`config.mk`:
```
export PLATFORM = sky130hd
export DESIGN_NAME = edid_timing_parser
export DESIGN_NICKNAME = d
export VERILOG_FILES = /design/src/rtl/edid_pkg.sv /design/src/rtl/edid_stream_track.sv /design/src/rtl/edid_dtd_capture.sv /design/src/rtl/edid_dtd_decode.sv /design/src/rtl/edid_timing_parser.sv
export SDC_FILE = /design/constraint.sdc
export NUM_CORES = 1
export LEC_CHECK = 0
export BUFFER_PORTS_ARGS = -buffer_cell sky130_fd_sc_hd__buf_2
export CAP_MARGIN = 10
export CORE_AREA = 2 2 145 147
export CTS_BUF_LIST = sky130_fd_sc_hd__clkbuf_8
export DETAILED_ROUTE_END_ITERATION = 6
export DIE_AREA = 0 0 147 149
export PLACE_DENSITY = 0.69
export SLEW_MARGIN = 20
export SYNTH_ARGS = -nofsm -noshare
export SYNTH_HDL_FRONTEND = slang
export SYNTH_SLANG_ARGS = --single-unit
export TNS_END_PERCENT = 100
```
`constraint.sdc`:
```
create_clock -name clk -period 8.15 [get_ports clk]
set_clock_uncertainty 0.15 [all_clocks]
set_input_delay 0.4075 -clock clk [delete_from_list [all_inputs] [get_ports clk]]
set_output_delay 0.4075 -clock clk [all_outputs]
set_load 0.005 [all_outputs]
```
`src/rtl/edid_pkg.sv`:
```
// Shared types and constants for the EDID timing parser.
// Assumes the block signature is 8 bytes long with zero bytes at both ends.
package edid_pkg;

    localparam int SIG_LEN = 8;

    typedef enum logic [1:0] {
        ERR_NONE      = 2'd0,
        ERR_HEADER    = 2'd1,
        ERR_CHECKSUM  = 2'd2,
        ERR_NO_TIMING = 2'd3
    } edid_err_e;

    typedef struct packed {
        logic [19:0] pclk_khz;
        logic [11:0] h_act;
        logic [11:0] h_blk;
        logic [11:0] v_act;
        logic [11:0] v_blk;
        logic [9:0]  h_so;
        logic [9:0]  h_sw;
        logic [5:0]  v_so;
        logic [5:0]  v_sw;
        logic        h_pos;
        logic        v_pos;
    } timing_t;

    // Expected signature byte at a position inside the signature.
    function automatic logic [7:0] sig_byte(input logic [2:0] pos);
        return (pos == 3'd0 || pos == 3'd7) ? 8'h00 : 8'hFF;
    endfunction

endpackage

```
`src/rtl/edid_stream_track.sv`:
```
// Tracks the byte position inside a streamed block, checks the signature,
// the length and the modulo-256 sum. Flags are combinational and meant to
// be sampled on the cycle the last byte is accepted.
// Assumes a new block begins with the first valid byte after the last one.
module edid_stream_track
    import edid_pkg::*;
#(
    parameter int BLOCK_LEN = 128,
    parameter int CW        = $clog2(BLOCK_LEN) + 1
) (
    input  logic          clk,
    input  logic          rst_n,
    input  logic          in_valid,
    input  logic [7:0]    in_data,
    input  logic          in_last,
    output logic [CW-1:0] idx,
    output logic          blk_start,
    output logic          blk_end,
    output logic          hdr_fail,
    output logic          sum_fail
);

    localparam logic [CW-1:0] LAST_IDX = CW'(BLOCK_LEN - 1);
    localparam logic [CW-1:0] OVER_IDX = CW'(BLOCK_LEN);
    localparam logic [CW-1:0] SIG_END  = CW'(SIG_LEN);

    logic [CW-1:0] cnt;
    logic          hdr_bad_q;
    logic [7:0]    sum_q;
    logic          bad_now;
    logic [7:0]    sum_next;

    assign idx       = cnt;
    assign blk_start = in_valid && (cnt == '0);
    assign blk_end   = in_valid && in_last;

    // Per-byte fault: signature mismatch, or a byte past the block length.
    always_comb begin
        bad_now = 1'b0;
        if (cnt < SIG_END && in_data != sig_byte(cnt[2:0]))
            bad_now = 1'b1;
        if (cnt >= OVER_IDX)
            bad_now = 1'b1;
    end

    assign sum_next = (blk_start ? 8'h00 : sum_q) + in_data;
    assign hdr_fail = (!blk_start && hdr_bad_q) || bad_now || (cnt != LAST_IDX);
    assign sum_fail = (sum_next != 8'h00);

    // Byte position: restarts after last and saturates on overlong blocks.
    always_ff @(posedge clk) begin
        if (!rst_n)
            cnt <= '0;
        else if (in_valid) begin
            if (in_last)
                cnt <= '0;
            else if (cnt != '1)
                cnt <= cnt + 1'b1;
        end
    end

    // Sticky signature / overrun fault and running sum within a block.
    always_ff @(posedge clk) begin
        if (!rst_n) begin
            hdr_bad_q <= 1'b0;
            sum_q     <= 8'h00;
        end else if (in_valid) begin
            hdr_bad_q <= (!blk_start && hdr_bad_q) || bad_now;
            sum_q     <= sum_next;
        end
    end

    // position only moves on an accepted byte
    p_idle_hold_r10: assert property (@(posedge clk) disable iff (!rst_n)
        !in_valid |=> $stable(cnt));

endmodule

```
`src/rtl/edid_dtd_capture.sv`:
```
// Collects descriptor bytes from the descriptor region and freezes the
// first descriptor whose leading two bytes are not both zero.
// Assumes the region is contiguous and starts after the signature.
module edid_dtd_capture #(
    parameter int DESC_BASE = 54,
    parameter int DESC_LEN  = 18,
    parameter int DESC_NUM  = 4,
    parameter int CW        = 8
) (
    input  logic                  clk,
    input  logic                  rst_n,
    input  logic                  in_valid,
    input  logic [7:0]            in_data,
    input  logic [CW-1:0]         idx,
    input  logic                  blk_start,
    output logic [DESC_LEN*8-1:0] dtd_bytes,
    output logic                  found
);

    localparam int              OW      = $clog2(DESC_LEN);
    localparam logic [CW-1:0]   REG_LO  = CW'(DESC_BASE);
    localparam logic [CW-1:0]   REG_HI  = CW'(DESC_BASE + DESC_LEN * DESC_NUM);
    localparam logic [OW-1:0]   OFF_END = OW'(DESC_LEN - 1);

    logic          in_region;
    logic          take;
    logic [OW-1:0] off;

    assign in_region = (idx >= REG_LO) && (idx < REG_HI);
    assign take      = in_valid && in_region && !found;

    // Offset within the current descriptor slot.
    always_ff @(posedge clk) begin
        if (!rst_n || blk_start)
            off <= '0;
        else if (in_valid && in_region)
            off <= (off == OFF_END) ? '0 : off + 1'b1;
    end

    // One byte register per descriptor position.
    for (genvar k = 0; k < DESC_LEN; k++) begin : g_byte
        always_ff @(posedge clk) begin
            if (!rst_n)
                dtd_bytes[k*8 +: 8] <= 8'h00;
            else if (take && off == OW'(k))
                dtd_bytes[k*8 +: 8] <= in_data;
        end
    end

    // Marks the slot in use at its final byte; cleared by a new block.
    always_ff @(posedge clk) begin
        if (!rst_n || blk_start)
            found <= 1'b0;
        else if (take && off == OFF_END && (dtd_bytes[15:0] != 16'h0000))
            found <= 1'b1;
    end

    // once chosen, a descriptor stays selected and its bytes frozen
    p_found_sticky_r3: assert property (@(posedge clk) disable iff (!rst_n)
        found && !blk_start |=> found);
    p_frozen_bytes_r3: assert property (@(posedge clk) disable iff (!rst_n)
        found && !blk_start |=> $stable(dtd_bytes));

endmodule

```
`src/rtl/edid_dtd_decode.sv`:
```
// Combinational unpacking of an 18-byte detailed timing descriptor into
// the timing fields. Assumes DESC_LEN is at least 18.
module edid_dtd_decode
    import edid_pkg::*;
#(
    parameter int DESC_LEN = 18
) (
    input  logic [DESC_LEN*8-1:0] dtd_bytes,
    output timing_t               tim
);

    logic [7:0]  b [DESC_LEN];
    logic [15:0] raw_clk;
    logic        sep_sync;
    logic        unused_bits;

    for (genvar k = 0; k < DESC_LEN; k++) begin : g_split
        assign b[k] = dtd_bytes[k*8 +: 8];
    end

    assign raw_clk  = {b[1], b[0]};
    assign sep_sync = (b[17][4:3] == 2'b11);

    // Assemble the fields split across nibbles and byte 11.
    always_comb begin
        tim.pclk_khz = {1'b0, raw_clk, 3'b000} + {3'b000, raw_clk, 1'b0};
        tim.h_act    = {b[4][7:4], b[2]};
        tim.h_blk    = {b[4][3:0], b[3]};
        tim.v_act    = {b[7][7:4], b[5]};
        tim.v_blk    = {b[7][3:0], b[6]};
        tim.h_so     = {b[11][7:6], b[8]};
        tim.h_sw     = {b[11][5:4], b[9]};
        tim.v_so     = {b[11][3:2], b[10][7:4]};
        tim.v_sw     = {b[11][1:0], b[10][3:0]};
        tim.v_pos    = sep_sync && b[17][2];
        tim.h_pos    = sep_sync && b[17][1];
    end

    assign unused_bits = ^{b[12], b[13], b[14], b[15], b[16], b[17][7:5], b[17][0]};

endmodule

```
`src/rtl/edid_timing_parser.sv`:
```
// Top level: parses a streamed 128-byte base block, reports an error code
// and the decoded preferred timing, held until the next block starts.
// Assumes in_valid/in_last are driven by a byte source with no backpressure.
module edid_timing_parser
    import edid_pkg::*;
#(
    parameter int BLOCK_LEN = 128,
    parameter int DESC_BASE = 54,
    parameter int DESC_LEN  = 18,
    parameter int DESC_NUM  = 4
) (
    input  logic        clk,
    input  logic        rst_n,
    input  logic        in_valid,
    input  logic [7:0]  in_data,
    input  logic        in_last,
    output logic        done,
    output logic [1:0]  err_code,
    output logic [19:0] pclk_khz,
    output logic [11:0] h_active,
    output logic [11:0] h_blank,
    output logic [11:0] v_active,
    output logic [11:0] v_blank,
    output logic [9:0]  h_sync_off,
    output logic [9:0]  h_sync_wid,
    output logic [5:0]  v_sync_off,
    output logic [5:0]  v_sync_wid,
    output logic        hsync_pos,
    output logic        vsync_pos
);

    localparam int CW = $clog2(BLOCK_LEN) + 1;

    logic [CW-1:0]         idx;
    logic                  blk_start;
    logic                  blk_end;
    logic                  hdr_fail;
    logic                  sum_fail;
    logic [DESC_LEN*8-1:0] dtd_bytes;
    logic                  found;
    timing_t               dec_tim;
    timing_t               res_q;
    edid_err_e             err_now;
    edid_err_e             err_q;

    edid_stream_track #(.BLOCK_LEN(BLOCK_LEN), .CW(CW)) i_track (
        .clk       (clk),
        .rst_n     (rst_n),
        .in_valid  (in_valid),
        .in_data   (in_data),
        .in_last   (in_last),
        .idx       (idx),
        .blk_start (blk_start),
        .blk_end   (blk_end),
        .hdr_fail  (hdr_fail),
        .sum_fail  (sum_fail)
    );

    edid_dtd_capture #(
        .DESC_BASE (DESC_BASE),
        .DESC_LEN  (DESC_LEN),
        .DESC_NUM  (DESC_NUM),
        .CW        (CW)
    ) i_capture (
        .clk       (clk),
        .rst_n     (rst_n),
        .in_valid  (in_valid),
        .in_data   (in_data),
        .idx       (idx),
        .blk_start (blk_start),
        .dtd_bytes (dtd_bytes),
        .found     (found)
    );

    edid_dtd_decode #(.DESC_LEN(DESC_LEN)) i_decode (
        .dtd_bytes (dtd_bytes),
        .tim       (dec_tim)
    );

    // Error priority: header, then checksum, then missing timing.
    always_comb begin
        if (hdr_fail)
            err_now = ERR_HEADER;
        else if (sum_fail)
            err_now = ERR_CHECKSUM;
        else if (!found)
            err_now = ERR_NO_TIMING;
        else
            err_now = ERR_NONE;
    end

    // Result register: loads on the last byte, clears done on a new block.
    always_ff @(posedge clk) begin
        if (!rst_n) begin
            done  <= 1'b0;
            err_q <= ERR_NONE;
            res_q <= '0;
        end else if (blk_end) begin
            done  <= 1'b1;
            err_q <= err_now;
            res_q <= (err_now == ERR_NONE) ? dec_tim : '0;
        end else if (blk_start) begin
            done  <= 1'b0;
        end
    end

    assign err_code   = err_q;
    assign pclk_khz   = res_q.pclk_khz;
    assign h_active   = res_q.h_act;
    assign h_blank    = res_q.h_blk;
    assign v_active   = res_q.v_act;
    assign v_blank    = res_q.v_blk;
    assign h_sync_off = res_q.h_so;
    assign h_sync_wid = res_q.h_sw;
    assign v_sync_off = res_q.v_so;
    assign v_sync_wid = res_q.v_sw;
    assign hsync_pos  = res_q.h_pos;
    assign vsync_pos  = res_q.v_pos;

    // done follows the last byte
    p_done_after_last_r11: assert property (@(posedge clk) disable iff (!rst_n)
        in_valid && in_last |=> done);
    // results hold while idle
    p_hold_idle_r11: assert property (@(posedge clk) disable iff (!rst_n)
        done && !in_valid |=> done && $stable(err_code) && $stable(pclk_khz) && $stable(h_active));
    // a new block clears done
    p_drop_on_start_r11: assert property (@(posedge clk) disable iff (!rst_n)
        done && in_valid && !in_last |=> !done);
    // errors zero the timing
    p_err_zero_r12: assert property (@(posedge clk) disable iff (!rst_n)
        done && err_code != 2'd0 |-> pclk_khz == 20'd0 && h_active == 12'd0 && v_sync_wid == 6'd0);
    // a selected descriptor always has a nonzero clock
    p_ok_clock_r5: assert property (@(posedge clk) disable iff (!rst_n)
        done && err_code == 2'd0 |-> pclk_khz != 20'd0);

endmodule

```
Word-level counts from Yosys, hierarchy flattened. Cells that the tools add are included.

Mux-type cells: 13. Magnitude comparators: 4. Eq/ne operators: 17. $add $sub $neg: 4. Reduce and logical (&&, ||, !) cells: 39.

Operators with widths (count): 2-to-1 mux 102 bit (1); 2-to-1 mux 8 bit (4); logical AND 1 bit (23); adder 19 x 17 -> 20 bit (1); == test 5 x 3 -> 1 bit (second input constant) (4); == test 5 x 4 -> 1 bit (second input constant) (4); nonzero test 16 bit (1); == test 5 x 2 -> 1 bit (second input constant) (2); adder 8 x 1 -> 8 bit (second input constant) (1); adder 8 bit (1); >= comparator 8 x 6 -> 1 bit (second input constant) (1); >= comparator 8 bit (second input constant) (1); logical NOT 8 bit (1); less-than comparator 8 x 4 -> 1 bit (second input constant) (1); less-than comparator 8 x 7 -> 1 bit (second input constant) (1); != test 8 x 7 -> 1 bit (second input constant) (1); != test 8 bit (1); != test 8 bit (second input constant) (1); nonzero test 8 bit (1); 2-to-1 mux 2 bit (3); adder 5 x 1 -> 5 bit (second input constant) (1); == test 5 x 1 -> 1 bit (second input constant) (1); == test 5 bit (second input constant) (1); logical NOT 5 bit (1); other kinds (10) (19).

Input bits: 12. Output and inout port bits: 105. Bits in registers: 229.

Longest topological paths before layout.
Depth in word-level cells: 12. Depth in mapped cells: 18. Mapped depth without buffers: 14.

By module. Synthesis repeated with hierarchy kept, for this count alone.

Cells, all modules: 1143. Area, all modules: 11928.9 um^2.

Modules (own cells, without submodules): edid_dtd_capture (times used 1, cells an instance 565, sequential area each 3002.9 um^2, area each 5995.8 um^2); edid_timing_parser (times used 1, cells an instance 240, sequential area each 2102.0 um^2, area each 3239.4 um^2); edid_dtd_decode (times used 1, cells an instance 184, sequential area each 0.0 um^2, area each 1370.1 um^2); edid_stream_track (times used 1, cells an instance 154, sequential area each 340.3 um^2, area each 1323.8 um^2).

Worst setup path after synthesis. No wires, ideal clock.

Path type: register to register. Start point: reg i_track.cnt[0] (netlist: i_track.idx[0]). End point: reg res_q, in the netlist h_active[10]. Path slack: 4.474 ns. Setup time: 0.117 ns. Arrival: 3.409 ns. Cell stages (with the launch flop): 19. Path buffers: 4. Cells stage by stage: dfxtp_1 -> inv_1 -> ha_1 -> nor2b_1 -> nand3_1 -> clkbuf_1 -> and2_1 -> ha_1 -> inv_1 -> fa_1 -> nand2b_1 -> a2111o_1 -> o211ai_2 -> and4b_1 -> and4_4 -> buf_6 -> buf_8 -> buf_8 -> a22o_1.

Longest elaborated chain between the ends: 12. Elaborated cells between the ends (all ways): 24.

Ends and longest elaborated chain: from (decl) (line edid_stream_track.sv:27) `logic [CW-1:0] cnt;`; from (signal assigned) (line edid_stream_track.sv:58) `cnt <= cnt + 1'b1;`; parallel branches: the longest is 9 deep, another holds adder 8 bit; 2-to-1 mux 2 bit (*) (line edid_timing_parser.sv:82) `if (hdr_fail)`; logical NOT 2 bit (*) (line edid_timing_parser.sv:101) `res_q <= (err_now == ERR_NONE) ? dec_tim : '0;`; 2-to-1 mux 102 bit (*) (line edid_timing_parser.sv:101); to (signal assigned) (line edid_timing_parser.sv:101); to (decl) (line edid_timing_parser.sv:42) `timing_t res_q;`.

Mark *: on every way between the ends. A chain may end at the register's enable or synchronous reset.

Final worst setup path.
Start point: reg i_track.cnt[1] (netlist: i_track.idx[1]). End point: reg res_q, in the netlist v_blank[4].

The elaborated chain is that of the path after synthesis.

==> out/qor.yml <==
dieWidth_um: 147
syn-num-nets: 954
power.density_mw_per_mm2: 208
final_cell_mix: "dfxtp_1, nand2_1, buf_2, a22o_1, mux2i_1"
ctsResizeCount: 0
port_buffers: 115
cts_buffers: 37
synthMuxAreaShare: 0.0806
grt_pass1_vias: 6688
cts_root_buffer: "clkbuf_8"
ys_seq_area_frac: 0.501
routed_wirelength_mm: 21.6
area_delta_synth_final_pct: 15.6
design_area_mm2: 0.0105
worst_slew_pin_slew_ps: 1040
crit_path_top_delay_cell: "and4_4"
grt_overflow_total: 0
synth_cell_types: 61
cts.sinks: 227
num_antenna_cells: 0
synthFlopType: "dfxtp_1"
cap_violations: 0
crit_chain: "inv_1 -> ha_1 -> nor2b_1 -> nand3_1 -> and2_1 -> ha_1 -> inv_1 -> fa_1 -> xnor2_1 -> nor3b_1 -> o21ai_0 -> a211oi_1 -> and4_4 -> a22o_1"
yosys_warnings: 0
worstSetupEndpointType: "flip-flop"
setup_violations: 0
dpl-instance-area_mm2: 0.00973
regArea_mm2: 0.00454
max-vdd-ir-drop_uv: 134
synthCells: 912
fin_nets: 1055
outcome: "finished, final reports clean"
cp.arrival_ps: 4750
synth-simple-area-share: 0.145
min_period_over_period: 0.543
pwr-share-seq: 0.513
clock_power_share: 0.444
p_int_mw: 1.67
netlist_area_mm2: 0.00907
maxSlewViolCount: 0
clock_path_buffers: 3
num_rows: 53
initial_core_util: 0.441
gp_congestion: 0.848
max_stage_delay_ps: 940
fillerInstances: 1951
hold_class: "input pin to flip-flop"
antenna_found_initial: 0
antenna_left: 0
rsz0062_at_grt: "no"
post_cts_buffers: 0
grt.total_usage: 0.194
worstPathRequired_ps: 8470
via_per_inst: 5.37
synth_xor_area_frac: 0.0184
drt_iter0_drc: 388
max_freq_mhz: 226
critical_path_class: "flip-flop to flip-flop"
wl_per_cell_um: 16.5
synthArstFlopShare: 0
combPwrFrac: 0.043
cts_max_level: 2
synth-adder-area-share: 0.0431
cts_tree: "built"
finalSetupTns_ps: 0
ys_ff_latch: 227
postSynthAreaPerCell_um2: 9.94
drt_pass1_iterations: 4
clk-insertion-delay-late_ps: 540
final_common_cell: "dfxtp_1"
dieArea_mm2: 0.0219
drive_gt1_frac: 0.174
io_pins: 117
grt_max_degree: 102
num_vias: 7035
hold_viol_final: 0
swShare: 0.232
dp_hpwl_mm: 14.0
start_kind: "flip-flop"
clkTransAtPathRegs_ps: 60
slew-limit-headroom: 0.304
p_leak_nw: 4.81
core_area_mm2: 0.0206
period_minus_slack_ps: 4420
power.switching_mw: 0.507
synth_top_family_by_area: "compound AO/OA/AOI/OAI gates"
grt_pass1_wl_mm: 34.5
multi_input_area_mm2: 0.00419
path_max_fanout: 89
drcViolationCount: 0
die_h_um: 149
cts_hold_buffers: 0
synth_enable_flop_cells: 0
synth_compound_area_frac: 0.174
[stage by stage]
step	hold WS [ps]	power, mW	cells	setup WS [ps]	util
6_report	124	2.18	1309	3730	0.510
5_1_grt	148	2.26	1309	3360	0.510
4_1_cts	96.7	2.20	1308	3790	0.508
3_5_place_dp	288	1.23	1248	3710	0.473
3_3_place_gp	281	1.23	1248	3770	0.473
2_1_floorplan	285	1.21	912	4470	-
[flip-flops by register name (all words and copies together) (netlist names)]
signal,cells
i_track.idx,8
i_capture.found,1
v_sync_wid,6
hsync_pos,1
h_blank,12
h_active,12
h_sync_off,10
v_sync_off,6
v_active,12
done,1
vsync_pos,1
i_track.sum_q,8
err_code,2
i_capture.dtd_bytes,100
pclk_khz,19
v_blank,12
h_sync_wid,10
i_capture.off,5
i_track.hdr_bad_q,1
[worst paths after layout]
path                                     start  slack (ps)             end  cells past startpoint
worst max-delay path            i_track.idx[1]        3730      v_blank[4]                     14
worst min-delay path                   in_last         120  i_track.idx[2]                      3
worst max register to register  i_track.idx[1]        3730      v_blank[4]                     14
worst min register to register     pclk_khz[7]         290     pclk_khz[7]                      2
[cell type report]
| type | instances | share of cell area |
|---|---|---|
| clock buffer | 45 | 0.0591 |
| multi-input combinational | 611 | 0.400 |
| tap | 275 | 0.0328 |
| timing repair buffer | 117 | 0.0585 |
| clock inverter | 15 | 0.00955 |
| inverter | 19 | 0.00681 |
| sequential | 227 | 0.434 |
[power by group through the flow]
stage	logic [mW]	registers (mW)	clock network [mW]
floorplan	0.0651	1.14	0
global placement	0.0906	1.14	0
detailed placement	0.0913	1.14	0
CTS	0.0916	1.12	0.988
global route	0.103	1.12	1.04
finish	0.0943	1.12	0.967
[cells by family (layout without fill, tap and decap cells)]
| kind of cell | after synthesis | after routing |
|---|---|---|
| other | 1 | 1 |
| adder cells (fa/ha/maj) | 30 | 30 |
| XOR/XNOR | 19 | 19 |
| AND/OR/NAND/NOR | 269 | 269 |
| AO/OA/AOI/OAI | 219 | 219 |
| buffers and inverters | 74 | 196 |
| multiplexers | 73 | 73 |
| flip-flops | 227 | 227 |
[worst max-delay path, delay by kind of cell (launching register included)]
family,cells,cell delay (ps)
compound gates,3,730
xor+xnor,1,160
fa+ha+maj,3,760
buf+inv,2,150
flops,1,430
simple gates,5,1880
[cells in the mapped netlist, types with 5 or more instances]
library cell / n / area, µm²
dfxtp_1: 227 / 4540
nand2_1: 121 / 454
a22o_1: 89 / 780
mux2i_1: 73 / 731
o21ai_0: 58 / 290
nand3_1: 44 / 220
clkbuf_1: 39 / 146
nor2_1: 32 / 120
ha_1: 28 / 350
a21oi_1: 27 / 135
inv_1: 19 / 71.3
nand4_1: 17 / 106
nor2b_1: 11 / 68.8
xor2_1: 11 / 96.3
and2_1: 9 / 56.3
buf_4: 8 / 60.1
xnor2_1: 8 / 70.1
nor4_1: 7 / 43.8
a211oi_1: 5 / 37.5
a21o_1: 5 / 37.5
[layer usage]
metal / share of wire / wire length, µm / global-route usage / up-vias
met2: 0.45 / 9780 / 0.313 / 171
li1: - / - / - / 3498
met3: 0.050 / 1080 / 0.0416 / 42
met5: 0 / 0 / 0 / -
met4: 0.025 / 539 / 0.0625 / 0
met1: 0.47 / 10200 / 0.260 / 3324
No activity file was read; power rests on OpenSTA's default activity.
